==> config.mk <==
export PLATFORM = sky130hd
export DESIGN_NAME = adc_start_ctrl
export DESIGN_NICKNAME = d
export VERILOG_FILES = /design/src/rtl/adc_ctrl_pkg.sv /design/src/rtl/adc_edge_sync.sv /design/src/rtl/adc_clk_div.sv /design/src/rtl/adc_conv_seq.sv /design/src/rtl/adc_start_ctrl.sv
export SDC_FILE = /design/constraint.sdc
export NUM_CORES = 1
export LEC_CHECK = 0
export ABC_AREA = 1
export BUFFER_PORTS_ARGS = -buffer_cell sky130_fd_sc_hd__buf_2
export CAP_MARGIN = 20
export CORE_ASPECT_RATIO = 1.1
export CORE_MARGIN = 3
export CORE_UTILIZATION = 40
export CTS_CLUSTER_DIAMETER = 60
export DETAILED_ROUTE_END_ITERATION = 8
export GPL_TIMING_DRIVEN = 0
export HOLD_SLACK_MARGIN = 0.15
export PLACE_DENSITY = 0.68
export REMOVE_ABC_BUFFERS = 1
export SYNTH_ARGS = -nofsm -noshare
export SYNTH_HDL_FRONTEND = slang
export SYNTH_HIERARCHICAL = 1
export SYNTH_SLANG_ARGS = --single-unit
export TNS_END_PERCENT = 10
==> constraint.sdc <==
create_clock -name clk -period 2.7 [get_ports clk]
set_clock_uncertainty 0.1 [all_clocks]
set_input_delay 0.135 -clock clk [delete_from_list [all_inputs] [get_ports clk]]
set_output_delay 0.135 -clock clk [all_outputs]
set_load 0.1 [all_outputs]
==> src/rtl/adc_ctrl_pkg.sv <==
package adc_ctrl_pkg;

  typedef enum logic [1:0] {
    SRC_SW   = 2'b00,
    SRC_TMRA = 2'b01,
    SRC_EXT  = 2'b10,
    SRC_TMRB = 2'b11
  } start_src_e;

  localparam int unsigned WORD_W = 16;

  // Place a RES_W-bit code inside a WORD_W-bit word, at the top or at the bottom.
  function automatic logic [WORD_W-1:0] place_code(input logic [WORD_W-1:0] code,
                                                   input int unsigned res_w,
                                                   input logic to_top);
    logic [WORD_W-1:0] w;
    w = code;
    if (to_top) w = code << (WORD_W - res_w);
    return w;
  endfunction

endpackage

==> src/rtl/adc_edge_sync.sv <==
module adc_edge_sync #(
  parameter int unsigned STAGES = 2
) (
  input  logic clk,
  input  logic rst_n,
  input  logic pin_i,
  output logic rise_o
);
  logic [STAGES-1:0] sync_q;
  logic              prev_q;

  generate
    for (genvar i = 0; i < STAGES; i++) begin : g_stage
      always_ff @(posedge clk) begin
        if (!rst_n) sync_q[i] <= 1'b0;
        else if (i == 0) sync_q[i] <= pin_i;
        else sync_q[i] <= sync_q[(i == 0) ? 0 : i-1];
      end
    end
  endgenerate

  always_ff @(posedge clk) begin
    if (!rst_n) prev_q <= 1'b0;
    else        prev_q <= sync_q[STAGES-1];
  end

  assign rise_o = sync_q[STAGES-1] & ~prev_q;

  // one edge yields a single-cycle pulse, never two in a row
  p_single_pulse_r3: assert property (@(posedge clk) disable iff (!rst_n)
    rise_o |=> !rise_o);
endmodule

==> src/rtl/adc_clk_div.sv <==
module adc_clk_div #(
  parameter int unsigned DIV_W = 8
) (
  input  logic             clk,
  input  logic             rst_n,
  input  logic             run_i,
  input  logic [DIV_W-1:0] div_i,
  output logic             tick_o
);
  logic [DIV_W-1:0] cnt_q;

  assign tick_o = run_i && (cnt_q == div_i);

  always_ff @(posedge clk) begin
    if (!rst_n || !run_i) cnt_q <= '0;
    else if (tick_o)      cnt_q <= '0;
    else                  cnt_q <= cnt_q + 1'b1;
  end

  // the prescaler starts each conversion from zero
  p_div_idle_zero_r5: assert property (@(posedge clk) disable iff (!rst_n)
    !run_i |=> (cnt_q == '0));
endmodule

==> src/rtl/adc_conv_seq.sv <==
module adc_conv_seq #(
  parameter int unsigned TICKS = 16,
  parameter int unsigned GAP   = 1250
) (
  input  logic clk,
  input  logic rst_n,
  input  logic trig_i,
  input  logic tick_i,
  output logic busy_o,
  output logic end_o
);
  localparam int unsigned GAP_C = (GAP < 1) ? 1 : GAP;
  localparam int unsigned GW    = $clog2(GAP_C + 1);
  localparam int unsigned TW    = $clog2(TICKS);

  logic          busy_q;
  logic [TW-1:0] tick_cnt_q;
  logic [GW-1:0] gap_q;
  logic          start;

  assign start  = trig_i && !busy_q && (gap_q == '0);
  assign end_o  = busy_q && tick_i && (tick_cnt_q == TW'(TICKS-1));
  assign busy_o = busy_q;

  always_ff @(posedge clk) begin
    if (!rst_n) begin
      busy_q     <= 1'b0;
      tick_cnt_q <= '0;
      gap_q      <= '0;
    end else begin
      if (start)              gap_q <= GW'(GAP_C - 1);
      else if (gap_q != '0)   gap_q <= gap_q - 1'b1;

      if (start) begin
        busy_q     <= 1'b1;
        tick_cnt_q <= '0;
      end else if (end_o) begin
        busy_q     <= 1'b0;
        tick_cnt_q <= '0;
      end else if (busy_q && tick_i) begin
        tick_cnt_q <= tick_cnt_q + 1'b1;
      end
    end
  end

  // Checker counter: cycles since the last accepted start, saturating
  logic [GW-1:0] since_q;
  always_ff @(posedge clk) begin
    if (!rst_n)                  since_q <= GW'(GAP_C);
    else if (start)              since_q <= GW'(1);
    else if (since_q < GW'(GAP_C)) since_q <= since_q + 1'b1;
  end

  p_start_spacing_r10: assert property (@(posedge clk) disable iff (!rst_n)
    start |-> (since_q >= GW'(GAP_C)));

  // a trigger during a conversion does not cut it short
  p_busy_holds_r6: assert property (@(posedge clk) disable iff (!rst_n)
    (busy_q && !end_o) |=> busy_q);
endmodule

==> src/rtl/adc_start_ctrl.sv <==
module adc_start_ctrl
  import adc_ctrl_pkg::*;
#(
  parameter int unsigned CLK_HZ  = 125_000_000,
  parameter int unsigned RATE_HZ = 100_000,
  parameter int unsigned DIV_W   = 8,
  parameter int unsigned RES_W   = 12,
  parameter int unsigned TICKS   = 16,
  parameter int unsigned SYNC_N  = 2
) (
  input  logic             clk,
  input  logic             rst_n,
  input  logic [1:0]       mode_i,
  input  logic [DIV_W-1:0] div_i,
  input  logic             ljust_i,
  input  logic             irq_en_i,
  input  logic             sw_start_i,
  input  logic             tmra_ovf_i,
  input  logic             tmrb_ovf_i,
  input  logic             ext_start_i,
  input  logic             flag_clr_i,
  input  logic [RES_W-1:0] sar_data_i,
  output logic             busy_o,
  output logic             done_flag_o,
  output logic             irq_o,
  output logic [7:0]       res_hi_o,
  output logic [7:0]       res_lo_o
);
  localparam int unsigned GAP = CLK_HZ / RATE_HZ;

  logic             ext_rise, trig, tick, conv_end, busy, busy_d1, fell;
  logic             flag_q;
  logic [WORD_W-1:0] word_q;

  adc_edge_sync #(.STAGES(SYNC_N)) u_sync (
    .clk(clk), .rst_n(rst_n), .pin_i(ext_start_i), .rise_o(ext_rise));

  always_comb begin
    unique case (start_src_e'(mode_i))
      SRC_SW:   trig = sw_start_i;
      SRC_TMRA: trig = tmra_ovf_i;
      SRC_EXT:  trig = ext_rise;
      SRC_TMRB: trig = tmrb_ovf_i;
      default:  trig = 1'b0;
    endcase
  end

  adc_clk_div #(.DIV_W(DIV_W)) u_div (
    .clk(clk), .rst_n(rst_n), .run_i(busy), .div_i(div_i), .tick_o(tick));

  adc_conv_seq #(.TICKS(TICKS), .GAP(GAP)) u_seq (
    .clk(clk), .rst_n(rst_n), .trig_i(trig), .tick_i(tick),
    .busy_o(busy), .end_o(conv_end));

  assign fell = busy_d1 & ~busy;

  always_ff @(posedge clk) begin
    if (!rst_n) begin
      busy_d1 <= 1'b0;
      flag_q  <= 1'b0;
      word_q  <= '0;
    end else begin
      busy_d1 <= busy;
      if (fell)            flag_q <= 1'b1;
      else if (flag_clr_i) flag_q <= 1'b0;
      if (conv_end)
        word_q <= place_code(WORD_W'(sar_data_i), RES_W, ljust_i);
    end
  end

  assign busy_o      = busy;
  assign done_flag_o = flag_q;
  assign irq_o       = flag_q & irq_en_i;
  assign res_hi_o    = word_q[15:8];
  assign res_lo_o    = word_q[7:0];

  p_flag_on_fall_r7: assert property (@(posedge clk) disable iff (!rst_n)
    $fell(busy_o) |=> done_flag_o);

  p_irq_needs_flag_r7: assert property (@(posedge clk) disable iff (!rst_n)
    irq_o |-> done_flag_o);

  p_set_beats_clear_r8: assert property (@(posedge clk) disable iff (!rst_n)
    (fell && flag_clr_i) |=> done_flag_o);

  p_result_hold_r9: assert property (@(posedge clk) disable iff (!rst_n)
    !$fell(busy_o) |-> $stable({res_hi_o, res_lo_o}));
endmodule

* Word-level counts from Yosys, hierarchy flattened
Index checks and enable logic that the tools add are counted.
** Storage, ports and cells
- Register bits :: 45
- Bits of input ports :: 31
- Output and inout bits :: 19
- Logic and storage cells :: 50
** Operators by class
- $add $sub $neg :: 3
- Equal/unequal tests :: 5
- Multiplexer cells :: 8
- Bitwise gates (word level) :: 6
- Reductions and logical operators :: 17
** Operators by type and width (number)
- $mux W11 :: 2
- $mux W16 :: 1
- $logic_not A11 Y1 :: 1
- $reduce_bool A11 Y1 :: 1
- $sub A11 B1 Y11 const B :: 1
- $add A8 B1 Y8 const B :: 1
- $eq A8 B8 Y1 :: 1
- $reduce_bool A2 Y1 :: 3
- $logic_and A1 B1 Y1 :: 5
- $add A4 B1 Y4 const B :: 1
- $eq A2 B2 Y1 const B :: 2
- $eq A4 B4 Y1 const B :: 1
- $mux W1 :: 4
- $pmux W1 S4 :: 1
- $reduce_or A2 Y1 :: 2
- $and A1 B1 Y1 :: 3
- $not A1 Y1 :: 3
- $reduce_or A3 Y1 :: 1
- $eq A2 B1 Y1 const B :: 1
- $logic_not A1 Y1 :: 2
- $logic_not A2 Y1 :: 1
- $logic_or A1 B1 Y1 :: 1

* Longest topological paths before layout
- Depth in word-level cells :: 6
- Gate-level depth with buffers :: 17
- Gate-level depth less buffers :: 15

* Hierarchy
The synthesis kept the hierarchy.
** Modules (own cells, without submodules)
- adc_conv_seq :: times used 1, cells an instance 119, area an instance 868.3 µm², seq. area each 320.3 µm²
- adc_start_ctrl :: times used 1, cells an instance 118, area an instance 835.8 µm², seq. area each 360.3 µm²
- adc_clk_div :: times used 1, cells an instance 84, area an instance 528.0 µm², seq. area each 160.2 µm²
- adc_edge_sync :: times used 1, cells an instance 11, area an instance 92.6 µm², seq. area each 60.1 µm²

* Worst setup path before layout
OpenSTA, ideal clock, no wires.
- Kind :: reg2reg
- From :: register u_seq.busy_q, in the netlist u_seq/busy_o
- To :: register word_q[10]
- Setup time :: 0.109 ns
- Data arrival time :: 2.339 ns
- Required time :: 2.491 ns
- Slack :: 0.153 ns
- Stages on the path, launching flop included :: 14
- Buffers on the path :: 2
- Period minus slack after synthesis :: 2.547 ns
- Cells stage by stage :: dfxtp_1 -> nand4_1 -> nor3_1 -> nand2_1 -> inv_2 -> nand4_1 -> inv_1 -> buf_6 -> inv_8 -> buf_8 -> nand2_2 -> nand3_1 -> nand2_1 -> inv_1
** Between the ends
- Cells in the longest elaborated chain, start to end :: 3
** RTL lines
- from (decl) :: RTL line adc_conv_seq.sv:16 : logic busy_q;
- from (signal assigned) :: RTL line adc_conv_seq.sv:27 : busy_q <= 1'b0;
- from (signal assigned) :: RTL line adc_conv_seq.sv:35 : busy_q <= 1'b1;
- from (signal assigned) :: RTL line adc_conv_seq.sv:38 : busy_q <= 1'b0;
- $logic_and A1 B1 Y1 :: RTL line adc_clk_div.sv:12 : assign tick_o = run_i && (cnt_q == div_i);
- via tick :: RTL line adc_start_ctrl.sv:31 : logic ext_rise, trig, tick, conv_end, busy, busy_d1, fell;
- $logic_and A1 B1 Y1 (2 in a row) :: RTL line adc_conv_seq.sv:22 : assign end_o = busy_q && tick_i && (tick_cnt_q == TW'(TICKS-1));
- via conv_end :: RTL line adc_start_ctrl.sv:31
- to (signal assigned) :: RTL line adc_start_ctrl.sv:67 : word_q <= place_code(WORD_W'(sar_data_i), RES_W, ljust_i);
- to (decl) :: RTL line adc_start_ctrl.sv:33 : logic [WORD_W-1:0] word_q;
The timed path passes the listed nets, and every way through them passes these cells.
A chain may end at the register's enable or synchronous reset.

* Worst setup path in the final report
- From :: register u_div.cnt_q[3]
- To :: register word_q[0]
** Between the ends
- Cells in the longest elaborated chain, start to end :: 4
** RTL lines
- from (decl) :: RTL line adc_clk_div.sv:10 : logic [DIV_W-1:0] cnt_q;
- from (signal assigned) :: RTL line adc_clk_div.sv:17 : else cnt_q <= cnt_q + 1'b1;
- $eq A8 B8 Y1 :: RTL line adc_clk_div.sv:12
- $logic_and A1 B1 Y1 :: RTL line adc_clk_div.sv:12
- via tick :: RTL line adc_start_ctrl.sv:31
- $logic_and A1 B1 Y1 (2 in a row) :: RTL line adc_conv_seq.sv:22
- via conv_end :: RTL line adc_start_ctrl.sv:31
The timed path passes the listed nets, and every way through them passes these cells.

==> flow_summary.yaml <==
layout:
  areaGrowthSynthToFinish_pct: 23.25
  n_antenna_cell: 0
  final_layout_size_suffix_gt1_share_pct: 21.80
  fillers: 558
  fin_area_um2: 2865
  num-nets-final: 433
pwr:
  p_per_area_nw_per_um2: 721.2
  peakVddDrop_uv: 500.8
  p_leak_nw: 1.423
drt:
  drt-total-wl_mm: 4.872
  num_vias: 2163
  drc: 0
  final_antenna_net_count: 0
  detail_route.vias_per_cell: 4.563
  post_drt_wl_per_cell_um: 10.28
  first_pass_iters: 4
  drt_iter0_markers: 83
critical_path:
  cp_common_cell: "nand2_1"
  startpoint: "u_div/cnt_q[3]$_SDFF_PP0_"
  r2r_slack_ns: 0.40
  r2r_start: "u_div/cnt_q[3]$_SDFF_PP0_"
  critPathLaunchType: "flop"
  r2r-end: "word_q[0]$_SDFFE_PN0P_"
  worst-path-buf-inv: 4
  critPathRequiredTime_ns: 2.82
  worst_path_max_delay_cell: "dfxtp_1"
  critical-path-top-delay-family: "simple AND/OR/NAND/NOR gates"
  rr_worst_depth: 14
  cp-end-kind: "flop"
  path_cells: "inv_1 -> nand2_1 -> nand2_1 -> nor2_1 -> nand2_1 -> nor3_1 -> nand2_1 -> inv_2 -> nand4_1 -> clkinvlp_4 -> inv_8 -> nor2_4 -> nand2_1 -> a21oi_1"
  crit_type: "flop to flop"
  cp.arrival_ns: 2.42
  critPathMaxFanout: 18
  max_stage_delay_ns: 0.39
clocking:
  cts-root-buf: "clkbuf_8"
  clockBufferDepth: 2
  cts_inserted_buffers: 5
  clk_latency_ns: 0.28
  path_clk_slew_ns: 0.08
  cts_sinks: 45
  cts_tree: "yes"
  h-tree-depth: 2
place:
  gp_congestion: 0.8993
  postPlaceCellArea_um2: 2611
  dp_hpwl_mm: 3.425
  io_buffers: 49
synthesis:
  synthAdderAreaFrac_pct: 1.615
  ys_seq_area_share_pct: 38.75
  synth_mux_area_share_pct: 0
  syn_inst: 332
  ys_warn_count: 6
  syn_area_per_cell_um2: 7.002
  ys_types: 31
  yosys.area_share.simple_pct: 37.41
  synth_top_family_by_area: "simple AND/OR/NAND/NOR gates"
  ys_top_cells_by_area: "dfxtp_1 (39%), nand2_1 (14%), nand3_1 (7.8%)"
  synthXorXnorAreaFrac_pct: 4.144
  ys_seq_elements: 45
  synth-compound-area-share_pct: 5.974
  synth_top_area_share_pct: 38.75
  syn_area_um2: 2325
  yosysTopAreaCell: "dfxtp_1"
sta:
  fin_crit_sh_pct: 85.28
  max_freq_mhz: 434.3
  maxSlewViolCount: 0
  worst_pin_slew_ns: 0.5086
  maxSlewHeadroom_pct: 66.33
  fin_crit_ns: 2.302
  hold_viol: 0
  rsz0062_at_grt: "no"
  setup_viol: 0
  hold_slack_ns: 0.1877
  setup_tns_ns: 0
global_route:
  grt_start_max_net_pins: 20
  globalRouteOverflowTotal: 0
  grt_pass1_vias: 1986
  track_usage_pct: 14.49
  grt_antenna_before_repair: 0
  grt_pass1_wl_mm: 8.093
worst_hold_path:
  hold_class: "input port to flop"
  min_to: "word_q[1]$_SDFFE_PN0P_"
  min_from: "ljust_i"
  holdPathStages: 4
die:
  initial_core_util_pct: 42.27
  fp.dieW_um: 78.69
  fp-row-count: 28
  pin_count: 50
  fp.dieH_um: 85.96
  dieArea_um2: 6763
  coreArea_um2: 5500
run_status:
  status: "finished clean"
run:
  maxCapViolations: 0
-- flip-flops by register name (all words and copies together) (netlist names) --
signal,flops
word_q,16
u_seq/gap_q,11
u_div/cnt_q,8
u_seq/tick_cnt_q,4
u_sync/sync_q,2
busy_d1,1
done_flag_o,1
u_seq/busy_o,1
u_sync/prev_q,1
-- area by class of cell --
| type | instances | area, µm² | area share, % |
|---|---|---|---|
| clock inverters | 1 | 7.507 | 0.2620 |
| well taps | 75 | 93.84 | 3.275 |
| multi-input cells | 225 | 1142 | 39.87 |
| clock buffers | 6 | 82.58 | 2.882 |
| inverters | 57 | 232.7 | 8.122 |
| flip-flops and latches | 45 | 900.9 | 31.44 |
| repair buffers | 65 | 405.4 | 14.15 |
-- cell usage in the layout (no fill, tap or decap) --
cell / instances
clkinvlp_4: 2
or2_1: 1
nand2_2: 4
nand2_4: 5
inv_4: 1
dfxtp_1: 45
inv_8: 1
nand3_2: 2
a21oi_2: 3
nor2_1: 35
o21ai_1: 2
nor2_4: 2
o21ai_0: 5
dlygate4sd3_1: 16
clkinv_1: 1
a21oi_1: 14
nor2_2: 5
nand4_1: 4
nand3_1: 36
xnor2_1: 3
inv_1: 47
inv_2: 5
clkinv_4: 1
xor2_1: 8
nand3b_1: 2
nor3_1: 2
a21boi_0: 1
nand2_1: 87
ha_1: 3
buf_2: 49
nor2_8: 1
clkbuf_8: 6
-- power by group --
part	switching, W	internal (W)
Combinational	0.000527	0.000301
Sequential	0.0000808	0.000748
Clock	0.000208	0.000202
-- kinds of logic after synthesis --
group           after synthesis
compound gates               25
xor+xnor                     11
fa+ha+maj                     3
buf+inv                      62
flops                        45
simple gates                186
-- cell usage after synthesis, drive strengths merged --
master	n
o21ai	7
nor2	43
nor3	2
inv	55
a21oi	17
xor2	8
nand2	96
xnor2	3
nand3	38
buf	5
nand3b	2
dfxtp	45
a21boi	1
clkinv	2
or2	1
nand4	4
ha	3
-- layer usage --
layer	GRT usage, %	vias up	part of all wire (%)
met2	25.64	57	48
met1	17.20	937	46
met5	0	-	0
li1	-	1152	-
met3	2.626	17	4.1
met4	5.882	0	2.7
-- per-stage QoR --
step / total power (W) / cells / utilization, % / worst slack (ns)
after floorplan: 0.001505 / 327 / - / 0.01197
after detailed placement: 0.001655 / 451 / 47.48 / 0.2661
final: 0.002066 / 474 / 52.09 / 0.3976
after global placement: 0.001635 / 451 / 47.48 / 0.2530
after CTS: 0.002094 / 474 / 52.02 / 0.2383
after global routing: 0.002236 / 474 / 52.09 / 0.1081
-- tightest hold or removal path: stages --
cell and delay (ns):
buf_2 0.21, nor2_4 0.07, nand2_1 0.05, a21oi_1 0.05
-- worst max path at each step --
stage | to | slack (ns) | cells past startpoint
2_1_floorplan | word_q[11]$_SDFFE_PN0P_ | 0.01 | 11
3_3_place_gp | word_q[3]$_SDFFE_PN0P_ | 0.25 | 14
3_5_place_dp | word_q[0]$_SDFFE_PN0P_ | 0.27 | 14
4_1_cts | word_q[0]$_SDFFE_PN0P_ | 0.24 | 14
5_1_grt | word_q[2]$_SDFFE_PN0P_ | 0.11 | 14
6_report | word_q[0]$_SDFFE_PN0P_ | 0.40 | 14
-- repair_timing --
| item | 4_1_cts | 5_1_grt |
|---|---|---|
| buffers inserted | 0 | 0 |
| resized for setup | 0 | 1 |
| endpoints found under the hold margin | 19 | 0 |
| endpoints found under the setup margin | 0 | 7 |
| hold buffers | 16 | 0 |
Power figures use the tool's default switching activity.
